**src/rtl/sdma_pkg.sv**
```systemverilog
package sdma_pkg;

    typedef enum logic [1:0] {
        ST_IDLE = 2'd0,
        ST_MOVE = 2'd1,
        ST_STEP = 2'd2,
        ST_DONE = 2'd3
    } sdma_state_t;

    localparam logic [4:0] OFS_LOC = 5'h00;
    localparam logic [4:0] OFS_EXT = 5'h04;
    localparam logic [4:0] OFS_IN  = 5'h08;
    localparam logic [4:0] OFS_OUT = 5'h0C;

endpackage

```
**src/rtl/sdma_regs.sv**
```systemverilog
module sdma_regs
    import sdma_pkg::*;
#(
    parameter int LOC_AW = 12,
    parameter int EXT_AW = 24,
    parameter int LEN_W  = 12,
    parameter int CNT_W  = 8,
    parameter int RA_W   = 5
) (
    input  logic              clk,
    input  logic              rst_n,
    input  logic              reg_wr,
    input  logic [RA_W-1:0]   reg_addr,
    input  logic [31:0]       reg_wdata,
    output logic [31:0]       reg_rdata,
    input  logic              busy,
    input  logic              done,
    input  logic [LOC_AW-1:0] fin_loc,
    input  logic              fin_bank,
    input  logic [EXT_AW-1:0] fin_ext,
    output logic [LOC_AW-1:0] prog_loc,
    output logic              prog_bank,
    output logic [EXT_AW-1:0] prog_ext,
    output logic              start,
    output logic              start_out
);

    localparam int GAP_LSB = LEN_W + CNT_W;
    localparam logic [LEN_W-1:0] FIN_LEN = {{(LEN_W-3){1'b1}}, 3'b000};

    logic              hit_loc, hit_ext, hit_in, hit_out;
    logic [31:0]       len_q;
    logic [LOC_AW-1:0] last_loc;
    logic              last_bank;
    logic [EXT_AW-1:0] last_ext;

    assign hit_loc   = (reg_addr == RA_W'(OFS_LOC));
    assign hit_ext   = (reg_addr == RA_W'(OFS_EXT));
    assign hit_in    = (reg_addr == RA_W'(OFS_IN));
    assign hit_out   = (reg_addr == RA_W'(OFS_OUT));
    assign start     = reg_wr && !busy && (hit_in || hit_out);
    assign start_out = hit_out;

    always_ff @(posedge clk or negedge rst_n) begin
        if (!rst_n) begin
            prog_loc  <= '0;
            prog_bank <= 1'b0;
            prog_ext  <= '0;
        end else if (reg_wr) begin
            if (hit_loc) begin
                prog_loc  <= {reg_wdata[LOC_AW-1:3], 3'b000};
                prog_bank <= reg_wdata[LOC_AW];
            end
            if (hit_ext) begin
                prog_ext <= {reg_wdata[EXT_AW-1:3], 3'b000};
            end
        end
    end

    always_ff @(posedge clk or negedge rst_n) begin
        if (!rst_n) begin
            len_q     <= '0;
            last_loc  <= '0;
            last_bank <= 1'b0;
            last_ext  <= '0;
        end else if (start) begin
            len_q <= reg_wdata;
        end else if (done) begin
            len_q     <= {len_q[31:GAP_LSB], {CNT_W{1'b0}}, FIN_LEN};
            last_loc  <= fin_loc;
            last_bank <= fin_bank;
            last_ext  <= fin_ext;
        end
    end

    always_comb begin
        reg_rdata = '0;
        if (hit_loc)               reg_rdata = 32'({last_bank, last_loc});
        else if (hit_ext)          reg_rdata = 32'(last_ext);
        else if (hit_in || hit_out) reg_rdata = len_q;
    end

endmodule

```
**src/rtl/sdma_seq.sv**
```systemverilog
module sdma_seq
    import sdma_pkg::*;
#(
    parameter int LOC_AW = 12,
    parameter int EXT_AW = 24,
    parameter int LEN_W  = 12,
    parameter int CNT_W  = 8,
    parameter int GAP_W  = 12
) (
    input  logic              clk,
    input  logic              rst_n,
    input  logic              start,
    input  logic              start_out,
    input  logic [LEN_W-1:0]  len_f,
    input  logic [CNT_W-1:0]  cnt_f,
    input  logic [GAP_W-1:0]  gap_f,
    input  logic [LOC_AW-1:0] prog_loc,
    input  logic              prog_bank,
    input  logic [EXT_AW-1:0] prog_ext,
    output logic              busy,
    output logic              done,
    output logic [LOC_AW-1:0] fin_loc,
    output logic              fin_bank,
    output logic [EXT_AW-1:0] fin_ext,
    output logic              ext_valid,
    output logic              ext_we,
    output logic [EXT_AW-1:0] ext_addr,
    output logic [7:0]        ext_wdata,
    input  logic              ext_ready,
    input  logic [7:0]        ext_rdata,
    output logic              loc_we,
    output logic              loc_bank,
    output logic [LOC_AW-1:0] loc_addr,
    output logic [7:0]        loc_wdata,
    input  logic [7:0]        loc_rdata
);

    localparam int RL_W = LEN_W + 1;

    sdma_state_t       state_q, state_d;
    logic              out_q;
    logic [RL_W-1:0]   row_len, byte_idx, rl_sum;
    logic [CNT_W-1:0]  rows_left;
    logic [GAP_W-1:0]  gap_q;
    logic [LOC_AW-1:0] loc_base;
    logic              bank_q;
    logic [EXT_AW-1:0] ext_base, ext_sum;
    logic              last_byte, last_row;

    assign rl_sum    = {1'b0, len_f} + RL_W'(8);
    assign last_byte = (byte_idx == row_len - RL_W'(1));
    assign last_row  = (rows_left == '0);
    assign ext_sum   = ext_base + EXT_AW'(row_len) + (last_row ? '0 : EXT_AW'(gap_q));

    always_comb begin
        state_d = state_q;
        unique case (state_q)
            ST_IDLE: if (start) state_d = ST_MOVE;
            ST_MOVE: if (ext_ready && last_byte) state_d = ST_STEP;
            ST_STEP: state_d = last_row ? ST_DONE : ST_MOVE;
            ST_DONE: state_d = ST_IDLE;
        endcase
    end

    always_ff @(posedge clk or negedge rst_n) begin
        if (!rst_n) state_q <= ST_IDLE;
        else        state_q <= state_d;
    end

    always_ff @(posedge clk or negedge rst_n) begin
        if (!rst_n) begin
            out_q     <= 1'b0;
            row_len   <= '0;
            byte_idx  <= '0;
            rows_left <= '0;
            gap_q     <= '0;
            loc_base  <= '0;
            bank_q    <= 1'b0;
            ext_base  <= '0;
        end else begin
            unique case (state_q)
                ST_IDLE: if (start) begin
                    out_q     <= start_out;
                    row_len   <= {rl_sum[RL_W-1:3], 3'b000};
                    byte_idx  <= '0;
                    rows_left <= cnt_f;
                    gap_q     <= gap_f;
                    loc_base  <= prog_loc;
                    bank_q    <= prog_bank;
                    ext_base  <= prog_ext;
                end
                ST_MOVE: if (ext_ready) begin
                    byte_idx <= last_byte ? '0 : byte_idx + RL_W'(1);
                end
                ST_STEP: begin
                    loc_base <= loc_base + LOC_AW'(row_len);
                    ext_base <= {ext_sum[EXT_AW-1:3], 3'b000};
                    if (!last_row) rows_left <= rows_left - CNT_W'(1);
                end
                ST_DONE: ;
            endcase
        end
    end

    always_comb begin
        busy      = (state_q != ST_IDLE);
        done      = (state_q == ST_DONE);
        ext_valid = (state_q == ST_MOVE);
        ext_we    = out_q;
        ext_addr  = ext_base + EXT_AW'(byte_idx);
        ext_wdata = loc_rdata;
        loc_we    = (state_q == ST_MOVE) && !out_q && ext_ready;
        loc_bank  = bank_q;
        loc_addr  = loc_base + LOC_AW'(byte_idx);
        loc_wdata = ext_rdata;
        fin_loc   = loc_base;
        fin_bank  = bank_q;
        fin_ext   = ext_base;
    end

endmodule

```
**src/rtl/sdma_top.sv**
```systemverilog
module sdma_top
    import sdma_pkg::*;
#(
    parameter int LOC_AW = 12,
    parameter int EXT_AW = 24,
    parameter int LEN_W  = 12,
    parameter int CNT_W  = 8,
    parameter int RA_W   = 5
) (
    input  logic              clk,
    input  logic              rst_n,
    input  logic              reg_wr,
    input  logic [RA_W-1:0]   reg_addr,
    input  logic [31:0]       reg_wdata,
    output logic [31:0]       reg_rdata,
    output logic              busy,
    output logic              ext_valid,
    output logic              ext_we,
    output logic [EXT_AW-1:0] ext_addr,
    output logic [7:0]        ext_wdata,
    input  logic              ext_ready,
    input  logic [7:0]        ext_rdata,
    output logic              loc_we,
    output logic              loc_bank,
    output logic [LOC_AW-1:0] loc_addr,
    output logic [7:0]        loc_wdata,
    input  logic [7:0]        loc_rdata
);

    localparam int GAP_W   = 32 - LEN_W - CNT_W;
    localparam int GAP_LSB = LEN_W + CNT_W;

    logic              start, start_out, done, fin_bank, prog_bank;
    logic [LOC_AW-1:0] fin_loc, prog_loc;
    logic [EXT_AW-1:0] fin_ext, prog_ext;

    sdma_regs #(
        .LOC_AW(LOC_AW), .EXT_AW(EXT_AW), .LEN_W(LEN_W), .CNT_W(CNT_W), .RA_W(RA_W)
    ) regs_i (
        .clk(clk), .rst_n(rst_n), .reg_wr(reg_wr), .reg_addr(reg_addr),
        .reg_wdata(reg_wdata), .reg_rdata(reg_rdata), .busy(busy), .done(done),
        .fin_loc(fin_loc), .fin_bank(fin_bank), .fin_ext(fin_ext),
        .prog_loc(prog_loc), .prog_bank(prog_bank), .prog_ext(prog_ext),
        .start(start), .start_out(start_out)
    );

    sdma_seq #(
        .LOC_AW(LOC_AW), .EXT_AW(EXT_AW), .LEN_W(LEN_W), .CNT_W(CNT_W), .GAP_W(GAP_W)
    ) seq_i (
        .clk(clk), .rst_n(rst_n), .start(start), .start_out(start_out),
        .len_f(reg_wdata[LEN_W-1:0]), .cnt_f(reg_wdata[GAP_LSB-1:LEN_W]),
        .gap_f(reg_wdata[31:GAP_LSB]),
        .prog_loc(prog_loc), .prog_bank(prog_bank), .prog_ext(prog_ext),
        .busy(busy), .done(done), .fin_loc(fin_loc), .fin_bank(fin_bank), .fin_ext(fin_ext),
        .ext_valid(ext_valid), .ext_we(ext_we), .ext_addr(ext_addr), .ext_wdata(ext_wdata),
        .ext_ready(ext_ready), .ext_rdata(ext_rdata),
        .loc_we(loc_we), .loc_bank(loc_bank), .loc_addr(loc_addr),
        .loc_wdata(loc_wdata), .loc_rdata(loc_rdata)
    );

endmodule

```
**config.mk**
```make
export PLATFORM = sky130hd
export DESIGN_NAME = sdma_top
export DESIGN_NICKNAME = d
export VERILOG_FILES = /design/src/rtl/sdma_pkg.sv /design/src/rtl/sdma_regs.sv /design/src/rtl/sdma_seq.sv /design/src/rtl/sdma_top.sv
export SDC_FILE = /design/constraint.sdc
export NUM_CORES = 1
export LEC_CHECK = 0
export BUFFER_PORTS_ARGS = -buffer_cell sky130_fd_sc_hd__clkbuf_2
export CAP_MARGIN = 15
export CORE_AREA = 5 5 144 146
export DETAILED_ROUTE_END_ITERATION = 16
export DIE_AREA = 0 0 149 151
export GPL_ROUTABILITY_DRIVEN = 0
export HOLD_SLACK_MARGIN = 0.05
export PLACE_DENSITY = 0.79
export REMOVE_ABC_BUFFERS = 1
export SYNTH_ARGS = -nofsm -noshare
export SYNTH_HDL_FRONTEND = slang
export SYNTH_SLANG_ARGS = --single-unit
```
**constraint.sdc**
```tcl
create_clock -name clk -period 4.3 [get_ports clk]
set_clock_uncertainty 0.2 [all_clocks]
set_input_delay 0.86 -clock clk [delete_from_list [all_inputs] [get_ports clk]]
set_output_delay 0.86 -clock clk [all_outputs]
set_load 0.01 [all_outputs]
```
; After elaboration in Yosys (flattened, before gate mapping)
; Cells that the tools add are included.
[classes]
n_addsub = 9
mul = 0
div_mod_pow = 0
n_lt_le_gt_ge = 0
n_eq_ne = 11
n_shift = 0
n_mux = 21
bitwise_logic = 1
reduce_logical = 23
[op_table]
columns = cell, n
row1 = $mux W32, 4
row2 = $add A24 B13 Y24, 2
row3 = $pmux W24 S2, 1
row4 = $mux W13, 3
row5 = $pmux W13 S2, 1
row6 = $add A12 B12 Y12, 2
row7 = $add A24 B24 Y24, 1
row8 = $mux W12, 2
row9 = $mux W24, 1
row10 = $pmux W12 S2, 1
row11 = $mux W20, 1
row12 = $mux W8, 2
row13 = $pmux W8 S2, 1
row14 = $add A12 B4 Y13 const B, 1
row15 = $add A13 B1 Y13 const B, 1
row16 = $eq A13 B13 Y1, 1
row17 = $sub A13 B1 Y13 const B, 1
row18 = $reduce_and A2 Y1, 6
row19 = $eq A5 B4 Y1 const B, 2
row20 = $logic_not A8 Y1, 1
row21 = $pmux W2 S4, 1
row22 = $reduce_bool A2 Y1, 4
row23 = $sub A8 B1 Y8 const B, 1
row24 = $mux W2, 3
row25 = other kinds (12), 21
[totals]
register_bits = 183
latch_bits = 0
ram_bits = 0
rom_bits = 0
out_inout_bits = 89
wordCells = 82
mem_count = 0

; Longest topological paths before layout
; Gate-level depths: netlist of run 1.
[logic_depth]
depth_word = 6
depth_mapped = 19

; Modules after synthesis
; From an unflattened synthesis of run 1, not the netlist that was laid out.
[hier_totals]
cells_unflattened = 1193
hier_area_um2 = 11285.8
[modules_own_cells]
columns = mod, instances, cells_per_inst, area_each_um2, seq_area_each_um2
row1 = sdma_seq, 1, 852, 6904.1, 2077.0
row2 = sdma_regs, 1, 341, 4381.7, 2502.4

; Worst setup path after synthesis of run 1
; Ideal clock, no wire load.
[synth_timing]
path_kind = register to register
start = reg seq_i.rows_left[0]
end = reg seq_i.ext_base[18], in the netlist seq_i.fin_ext[18]
setup_time_ps = 99
arrival_ps = 4107
t_required_ps = 4001
setup_slack_ps = -106
path_stages_with_launch = 18
period_less_slack_ps = 4406
path_cell_list = dfrtp_1 -> inv_1 -> ha_1 -> or3b_1 -> or3_1 -> or3_4 -> buf_2 -> and2_1 -> fa_1 -> inv_1 -> fa_1 -> nand2b_1 -> a211oi_1 -> o31a_1 -> o41ai_1 -> nor2_1 -> a211oi_1 -> a311oi_1
[synth_between]
elab_chain_len = 4
[synth_lines]
columns = element, line
row1 = "start, declared", sdma_seq.sv:43  ; logic [CNT_W-1:0] rows_left;
row2 = "start signal, assigned", sdma_seq.sv:86  ; rows_left <= cnt_f;
row3 = "start signal, assigned", sdma_seq.sv:98  ; if (!last_row) rows_left <= rows_left - CNT_W'(1);
row4 = $logic_not A8 Y1, sdma_seq.sv:52  ; assign last_row = (rows_left == '0);
row5 = $mux W12, sdma_seq.sv:53  ; assign ext_sum = ext_base + EXT_AW'(row_len) + (last_row ? '0 : EXT_AW'(gap_q));
row6 = $add A24 B24 Y24, sdma_seq.sv:53
row7 = $pmux W24 S2, sdma_seq.sv:81  ; unique case (state_q)
row8 = "end signal, assigned", sdma_seq.sv:90  ; ext_base <= prog_ext;
row9 = "end signal, assigned", sdma_seq.sv:97  ; ext_base <= {ext_sum[EXT_AW-1:3], 3'b000};
row10 = "end, declared", sdma_seq.sv:47  ; logic [EXT_AW-1:0] ext_base, ext_sum;
; No other way between the ends.
; A chain may end at the register's enable or synchronous reset.

; Worst setup path in the final report of run 1
[layout_timing]
start = reg seq_i.rows_left[0]
end = reg seq_i.ext_base[19], in the netlist seq_i.fin_ext[19]
; Same word-level chain as after synthesis.

==> flow_summary.toml, run 1 <==
[place]
io_buffers = 113
placed_area_um2 = 10600
dpl.cell_count = 1429
dpl.hpwl_um = 19500
dp_slack_ps = -332

[die]
die_h_um = 151
initial_core_util = 0.507
ios = 146
core_area_um2 = 19300
die_width_um = 149
rows = 51
die-area_um2 = 22500

[clock_network]
cts_buffers = 17
cts_tree = "built"
ctsHtreeMaxLevel = 4
cts_buffer_depth = 2
worstSkewPairLatency_ps = 430
cts_root_buffer = "clkbuf_16"
cts_sinks = 168
clk_pin_slew_ps = 70

[sta]
tightest_slew_ps = 822
hold-worst-slack_ps = 148
slew_viol_final = 0
maxSlewHeadroom = 0.450
fmax_mhz = 225
fin_ws_ps = -149
post-route-period-util = 1.03
post-route-min-period_ps = 4450
hold_viol_final = 0
finalSetupTns_ps = -818
grt_setup_unrepaired = "yes"
finalSetupViolations = 10

[critical_path]
path_common_cell = "buf_4"
worstPathCellList = "inv_2, ha_4, or3b_4, or3_4, or3_4, buf_4, buf_4, and2_1, fa_1, ha_4, nand2_2, nor2_2, and3_1, a31oi_2, buf_6, buf_4, o311ai_2, o221a_2"
critPathMaxFanout = 6
worstPathRequired_ps = 4470
start_kind = "flip-flop"
worstPathArrival_ps = 4620
end_kind = "flip-flop"
startpoint = "seq_i.rows_left[0]"
worstSetupPathType = "flip-flop to flip-flop"
crit_slowest_cell = "fa_1"
cp_slowest_stage_delay_ps = 520
rr_startpoint = "seq_i.rows_left[0]"

[cells_and_area]
fin_util = 0.601
fin_nets = 1308
final_area_um2 = 11600
n_antenna_cell = 0
syn2layout_area_growth_pct = 18.6
fill_cells = 1621
instances_no_fill = 1476
drive_gt1_frac = 0.239

[logic_synthesis]
async_flop_share = 1.00
synth_cell_type_count = 70
syn_inst = 1086
synth_area_leader_cell = "dfrtp_1"
synth_top_area_share = 0.430
synth_edf_count = 0
syn_avg_cell_area_um2 = 9.00
synth_warnings = 0
yosys_most_used_dff = "dfrtp_1"
seq_area_frac_synth = 0.430
synth_area_um2 = 9770
ys_seq_elements = 168
synth.area.top_cells = "dfrtp_1 43%, nand2_1 9.7%, ha_1 5.3%, mux2_2 3.6%, o21ai_0 3.3%"

[worst_hold_path]
min_path_type = "primary input to async pin"

[route]
routed_via_density = 5.74
antenna_left = 0
wl_um = 28300
drt_iter0_drc = 735
wl_per_cell_um = 19.2
drt-pass1-iter-count = 6
num_vias = 8476
drc = 0

[pwr]
clkPwrFrac = 0.230
total_power_mw = 6.76
switching_share = 0.377
p_comb_frac = 0.410
leakagePower_nw = 5.75
seqPwrFrac = 0.360
p_int_mw = 4.21
peakVddDrop_v = 0.000355
p_sw_mw = 2.55
power.density_nw_per_um2 = 584

[run_status]
status = "finished, violations left"
violations = "negative setup slack"

[flow_run]
maxCapViolCount = 0

[grt]
grt_pass1_vias = 8690
grt_max_degree = 83
grt_antenna_before_repair = 0
grt_pass1_wl_um = 45100
grt.overflow.total = 0
grt_usage = 0.255
[path summary, 6_finish.rpt]
kind | endpoint | slack (ps) | depth (start not counted)
max in group asynchronous | seq_i.gap_q[6] | 2830 | 2
worst min register to register | regs_i.len_q[26] | 270 | 2
min in group clk | regs_i.len_q[26] | 270 | 2
worst min-delay path | regs_i.last_loc[8] | 150 | 1
worst max-delay path | seq_i.fin_ext[19] | -150 | 18
worst max register to register | seq_i.fin_ext[19] | -150 | 18
[layout by cell type, fill, tap and decap left out, drive strengths merged, types with 7 or more instances in the layout]
cell type    n
fa          12
ha          41
o211ai       7
nor2b        9
nand3       26
inv         31
a21o         8
mux2        31
xnor2       32
or3          8
a21oi       48
a22oi       18
clkinv       8
a31oi        9
nand2      253
o21ai       65
nor2        85
clkbuf     131
nor3        17
nand4        7
dfrtp      168
and2        22
and3        12
xor2        28
buf         55
[final cells by class]
cell class                 instances  area (um2)  share of cell area
clock inverter                    13         154              0.0133
sequential                       168        4210               0.363
tap                              265         332              0.0286
multi-input combinational        814        5330               0.460
timing repair buffer             167        1020              0.0882
inverter                          30         113             0.00972
clock buffer                      19         433              0.0374
[synth_stat cells, types with 3 or more instances]
cell	number
a22oi_1	18
and3_1	12
nand3_1	24
buf_4	21
a221o_1	5
o21ai_0	65
nand4_1	7
o311ai_0	3
nor2_1	85
a21oi_1	46
or3_1	7
mux2_2	31
and2_1	22
o211ai_1	6
a311oi_1	4
o22ai_1	4
fa_1	12
a211o_1	4
inv_1	30
a211oi_1	6
a21o_1	8
clkbuf_1	37
o221ai_1	3
o21bai_1	5
xor2_1	28
nand2b_1	6
o21a_1	3
ha_1	41
buf_2	13
nor2b_1	9
xnor2_1	32
a31oi_1	8
nand2_1	253
nor3_2	3
nor3_1	14
dfrtp_1	168
[repair_timing]
action / in CTS / in global routing
endpoints found under the setup margin: 14 / 22
gates cloned: 0 / 0
gates resized for setup: 42 / 10
pin swaps: 19 / 26
hold buffers: 0 / 0
setup buffers: 6 / 9
[registers in the layout, indices dropped and copies added (netlist names), 9 cells and up]
signal           count
regs_i.last_ext     21
seq_i.row_len       10
seq_i.gap_q          9
regs_i.last_loc      9
regs_i.len_q        32
seq_i.fin_ext       21
regs_i.prog_ext     21
seq_i.byte_idx      13
regs_i.prog_loc      9
seq_i.fin_loc        9
[cell families after synthesis]
group           synth area share
mux                       0.0368
flops                      0.430
fa+ha+maj                 0.0771
compound gates             0.143
buf+inv                   0.0498
xor+xnor                  0.0538
simple gates               0.210
[layer usage]
| layer | global-route usage | wire [um] | part of all wire |
|---|---|---|---|
| met1 | 0.326 | 11700 | 0.42 |
| met2 | 0.421 | 13500 | 0.48 |
| met3 | 0.0646 | 2230 | 0.079 |
| met4 | 0.0957 | 854 | 0.030 |
| met5 | 0 | 0 | 0 |
[power groups by stage]
stage | Clock, mW | Combinational [mW] | Sequential [mW]
2_1_floorplan | 0 | 1.52 | 2.31
3_3_place_gp | 0 | 2.20 | 2.42
3_5_place_dp | 0 | 2.29 | 2.43
4_1_cts | 1.57 | 2.59 | 2.42
5_1_grt | 1.63 | 3.06 | 2.49
6_report | 1.55 | 2.78 | 2.43
[critical path: cells and delay by family, from the launching register on]
family,cells,cell delay (ps)
simple gates,7,1660
fa+ha+maj,3,960
flops,1,390
compound gates,3,510
buf+inv,5,680
Note: power is estimated with default switching activity, not from simulation.
==> inputs of run 2 (changes only) <==
Settings changed: MAX_ROUTING_LAYER from default to met4.
==> run 2 against run 1 <==
Against the previous run:
- the flow still finishes with violations (negative setup slack)
- cell area unchanged
- critical path type unchanged
- flip-flop and latch count stayed put
- combinational power hardly changed
- final cell count unchanged
- first-iteration DRC count down 6.4%
- sequential power hardly changed
- core utilization unchanged
- power hardly changed
- maximum frequency rose by 0.22%
- highest routed layer unchanged
==> flow_summary.toml, run 2 (same netlist as run 1, synthesis figures left out) <==
[sta]
grt_setup_unrepaired = "yes"
tightest_slew_ps = 810
post-route-period-util = 1.03
fmax_mhz = 225
slew_viol_final = 0
finalSetupViolations = 10
hold_viol_final = 0
post-route-min-period_ps = 4440
maxSlewHeadroom = 0.458
fin_ws_ps = -139

[critical_path]
worstPathCellList = "inv_2, ha_4, or3b_4, or3_4, or3_4, buf_4, buf_4, and2_1, fa_1, ha_4, nand2_2, nor2_2, and3_1, a31oi_2, buf_6, buf_4, o311ai_2, o221a_2"
worstSetupPathType = "flip-flop to flip-flop"
start_kind = "flip-flop"
worstPathArrival_ps = 4610
end_kind = "flip-flop"
cp_slowest_stage_delay_ps = 520
r2r_slack_ps = -140
rr_startpoint = "seq_i.rows_left[0]"
crit_slowest_cell = "fa_1"
r2r-end = "seq_i.fin_ext[19]"
worstPathRequired_ps = 4470
rr_worst_depth = 18
critPathMaxFanout = 6
path_common_cell = "buf_4"

[cells_and_area]
final_common_cell = "nand2_1"
largest_register = "regs_i.len_q"
drive_gt1_frac = 0.239
final_cell_mix = "252 x nand2_1, 167 x dfrtp_1, 112 x clkbuf_2, 82 x nor2_1, 61 x o21ai_0"
instances_no_fill = 1476
n_antenna_cell = 0
fin_nets = 1308
syn2layout_area_growth_pct = 18.6
largest_register_ffs = 32

[die]
initial_core_util = 0.507
die-area_um2 = 22500
core_area_um2 = 19300
die_h_um = 151
rows = 51
ios = 146
die_width_um = 149

[grt]
grt_antenna_before_repair = 0
grt_usage = 0.262
grt.overflow.total = 0
grt_pass1_vias = 8699
grt_pass1_wl_um = 45100
grt_max_degree = 83

[pwr]
total_power_mw = 6.76
peakVddDrop_v = 0.000353
power.density_nw_per_um2 = 583
leakagePower_nw = 5.75

[route]
wl_um = 28300
wl_per_cell_um = 19.2
drt-pass1-iter-count = 5
num_vias = 8521
drc = 0
routed_via_density = 5.77
drt_iter0_drc = 688
antenna_left = 0

[place]
dp_slack_ps = -332
dpl.hpwl_um = 19500
io_buffers = 113
dpl.cell_count = 1429

[clock_network]
cts_root_buffer = "clkbuf_16"
cts_tree = "built"
cts_sinks = 168
clk_pin_slew_ps = 70
worstSkewPairLatency_ps = 430
cts_buffer_depth = 2
cts_buffers = 17
holdBufCountCts = 0
ctsHtreeMaxLevel = 4

[flow_run]
maxCapViolCount = 0

[run_status]
violations = "negative setup slack"
status = "finished, violations left"

[worst_hold_path]
min_path_type = "primary input to async pin"
[run 2: worst max path at each step]
stage | startpoint | endpoint | slack (ps) | depth (start not counted)
2_1_floorplan | seq_i.rows_left[0] | seq_i.fin_ext[18] | -150 | 17
3_3_place_gp | seq_i.rows_left[1] | seq_i.fin_ext[22] | -210 | 17
3_5_place_dp | seq_i.rows_left[1] | seq_i.fin_ext[22] | -330 | 17
4_1_cts | seq_i.rows_left[1] | seq_i.fin_ext[20] | -140 | 17
5_1_grt | seq_i.rows_left[0] | seq_i.fin_ext[22] | -300 | 17
6_report | seq_i.rows_left[0] | seq_i.fin_ext[19] | -140 | 18
[run 2: layer usage]
metal / GRT usage / vias up / wire length, um
met1: 0.327 / 4155 / 11700
met3: 0.0625 / 58 / 2240
met4: 0.0929 / 0 / 752
met5: - / - / 0
li1: - / 3923 / -
met2: 0.422 / 385 / 13600
[run 2: critical path: cells and delay by family (launching register included)]
kind,cells,cell delay (ps)
adder cells (fa/ha/maj),3,960
buffers and inverters,5,680
flip-flops,1,390
AO/OA/AOI/OAI,3,510
AND/OR/NAND/NOR,7,1640
[run 2: final cells by class]
| cell class | count | area (um2) |
|---|---|---|
| Clock buffer | 19 | 433 |
| Clock inverter | 13 | 154 |
| Fill cell | 1621 | 7680 |
| Inverter | 30 | 113 |
| Multi-Input combinational cell | 814 | 5330 |
| Sequential cell | 168 | 4210 |
| Tap cell | 265 | 332 |
| Timing Repair Buffer | 167 | 1020 |
[run 2: stage by stage]
step            util  hold WS (ps)  TNS (ps)  instance area [um2]
5_1_grt        0.601           175     -2770                11600
4_1_cts        0.596           155      -753                11500
2_1_floorplan      -           233      -463                 9400
6_report       0.601           148      -743                11600
3_5_place_dp   0.553           256     -1720                10600
3_3_place_gp   0.553           251      -855                10600
[run 2: what timing repair did]
item	CTS	global route
pin swaps	19	26
gates resized for setup	42	10
buffers inserted	6	9
endpoints found under the setup margin	14	22
[run 2: power breakdown]
group	leakage (nW)	switching (mW)	internal (mW)	total, mW
registers	2.19	0.458	1.98	2.44
logic	3.27	1.45	1.32	2.77
clock network	0.291	0.640	0.911	1.55
==> inputs of run 3 (changes only) <==
Settings changed: CORE_AREA 5 5 144 146 to 3 3 142 144, DIE_AREA 0 0 149 151 to 0 0 145 147, SETUP_SLACK_MARGIN from default to 0.02.
==> run 3 against run 2 <==
Against the previous run:
- global-route usage increased by 0.85 points
- clock power about the same
- the run still ends with negative setup slack left
- routed wire length decreased by 0.25%
- non-clock buffer count increased by 7
- critical path depth unchanged
- worst setup slack got worse by 80 ps
- hold slack improved by 110 ps
- final cell count about the same
- maximum frequency decreased by 1.8%
==> flow_summary.toml, run 3 (same netlist as run 1, synthesis figures left out) <==
[run_status]
status = "finished, violations left"
violations = "negative setup slack"

[pwr]
power.density_nw_per_um2 = 573
total_power_mw = 6.71
leakagePower_nw = 5.82
peakVddDrop_v = 0.000369

[die]
initial_core_util = 0.519
die-area_um2 = 21300
core_area_um2 = 18800
ios = 146
die_width_um = 145
rows = 50
die_h_um = 147

[place]
io_buffers = 113
dpl.cell_count = 1429
dp_slack_ps = -337
dpl.hpwl_um = 19100

[clock_network]
cts_buffers = 17
cts_root_buffer = "clkbuf_16"
cts_buffer_depth = 2
cts_sinks = 168
holdBufCountCts = 0
cts_tree = "built"
ctsHtreeMaxLevel = 4
worstSkewPairLatency_ps = 430
clk_pin_slew_ps = 60

[route]
num_vias = 8636
wl_um = 28200
drt_iter0_drc = 782
routed_via_density = 5.85
wl_per_cell_um = 19.1
antenna_left = 0
drc = 0
drt-pass1-iter-count = 5

[critical_path]
end_kind = "flip-flop"
startpoint = "seq_i.rows_left[1]"
crit_slowest_cell = "fa_1"
r2r_slack_ps = -220
r2r-end = "seq_i.fin_ext[19]"
cp_slowest_stage_delay_ps = 510
worstSetupPathType = "flip-flop to flip-flop"
crit_end = "seq_i.fin_ext[19]"
critPathMaxFanout = 7
worstPathArrival_ps = 4690
rr_worst_depth = 18
worstPathRequired_ps = 4480
start_kind = "flip-flop"
rr_startpoint = "seq_i.rows_left[1]"
path_common_cell = "buf_6"
worstPathCellList = "inv_2, ha_4, or3b_4, or3_4, or3_4, buf_6, and2_4, fa_1, ha_4, buf_6, o21ai_2, o21bai_1, a21o_1, a31oi_2, buf_6, buf_6, o311ai_2, o221a_2"

[cells_and_area]
drive_gt1_frac = 0.251
final_common_cell = "nand2_1"
fin_nets = 1315
multiInputGateArea_um2 = 5370
instances_no_fill = 1477
fill_cells = 1527
largest_register = "regs_i.len_q"
n_antenna_cell = 0
final_cell_mix = "253 x nand2_1, 168 x dfrtp_1, 111 x clkbuf_2, 81 x nor2_1, 58 x o21ai_0"
largest_register_ffs = 32
syn2layout_area_growth_pct = 19.8
fin_util = 0.622
seq_area_um2 = 4200

[worst_hold_path]
hold_depth = 2
min_path_type = "flip-flop to flip-flop"

[sta]
fin_ws_ps = -219
slew_viol_final = 0
tightest_slew_ps = 790
fmax_mhz = 221
grt_setup_unrepaired = "yes"
maxSlewHeadroom = 0.473
hold_viol_final = 0
hold-worst-slack_ps = 261
post-route-min-period_ps = 4520
post-route-period-util = 1.05
finalSetupViolations = 11

[grt]
grt_antenna_before_repair = 0
grt.overflow.total = 0
grt_usage = 0.271
grt_max_degree = 84
grt_pass1_wl_um = 44700
grt_pass1_vias = 8332

[flow_run]
maxCapViolCount = 0
run 3: cell types whose count changed in the layout (fill, tap and decap cells not counted), moves of 3 or more:
cell	previous run	this run
buf_6	3	10
clkbuf_8	0	5
and2_4	1	5
and2_1	20	17
clkinv_2	6	3
o21ai_0	61	58
run 3: how the worst min path moves through the flow:
stage	startpoint	end	slack, ps
after global routing	regs_i.last_ext[9]	regs_i.last_ext[9]	290
after floorplan	regs_i.prog_bank	seq_i.fin_bank	230
after CTS	regs_i.len_q[25]	regs_i.len_q[25]	270
after detailed placement	regs_i.prog_bank	seq_i.fin_bank	250
final	regs_i.prog_bank	seq_i.fin_bank	260
after global placement	regs_i.prog_bank	seq_i.fin_bank	250
run 3: area by class of cell:
type                    instances  area share
clock buffers                  24      0.0429
clock inverters                 7     0.00780
inverters                      30     0.00962
multi-input cells             814       0.459
flip-flops and latches        168       0.359
well taps                     260      0.0278
repair buffers                174      0.0941
run 3: critical path, delay by kind of cell (launching register included):
kind / cells / cell delay [ps]
buf+inv: 5 / 620
simple gates: 4 / 1240
compound gates: 6 / 1060
fa+ha+maj: 3 / 950
flops: 1 / 390
run 3: layer usage:
layer / up-vias / part of all wire / GRT usage
met1: 4264 / 0.41 / 0.348
met3: 53 / 0.080 / 0.0595
met2: 376 / 0.48 / 0.432
met5: - / 0 / -
li1: 3943 / - / -
met4: 0 / 0.029 / 0.0850
run 3: per-stage QoR:
step | TNS, ps | instance area, um2
4_1_cts | -1700 | 11500
3_5_place_dp | -1790 | 10700
5_1_grt | -2710 | 11700
3_3_place_gp | -794 | 10700
2_1_floorplan | -463 | 9400
6_report | -1040 | 11700
run 3: report_power, final:
| group | switching, mW | leakage, nW | internal [mW] | total, mW |
|---|---|---|---|---|
| registers | 0.455 | 2.19 | 1.98 | 2.43 |
| logic | 1.45 | 3.34 | 1.28 | 2.73 |
| clock network | 0.617 | 0.292 | 0.927 | 1.54 |
| total | 2.52 | 5.82 | 4.18 | 6.71 |
run 3: what timing repair did:
| item | in CTS | in global routing |
|---|---|---|
| resized for setup | 31 | 43 |
| pin swaps | 19 | 30 |
| endpoints found under the setup margin | 13 | 21 |
| setup buffers | 6 | 11 |
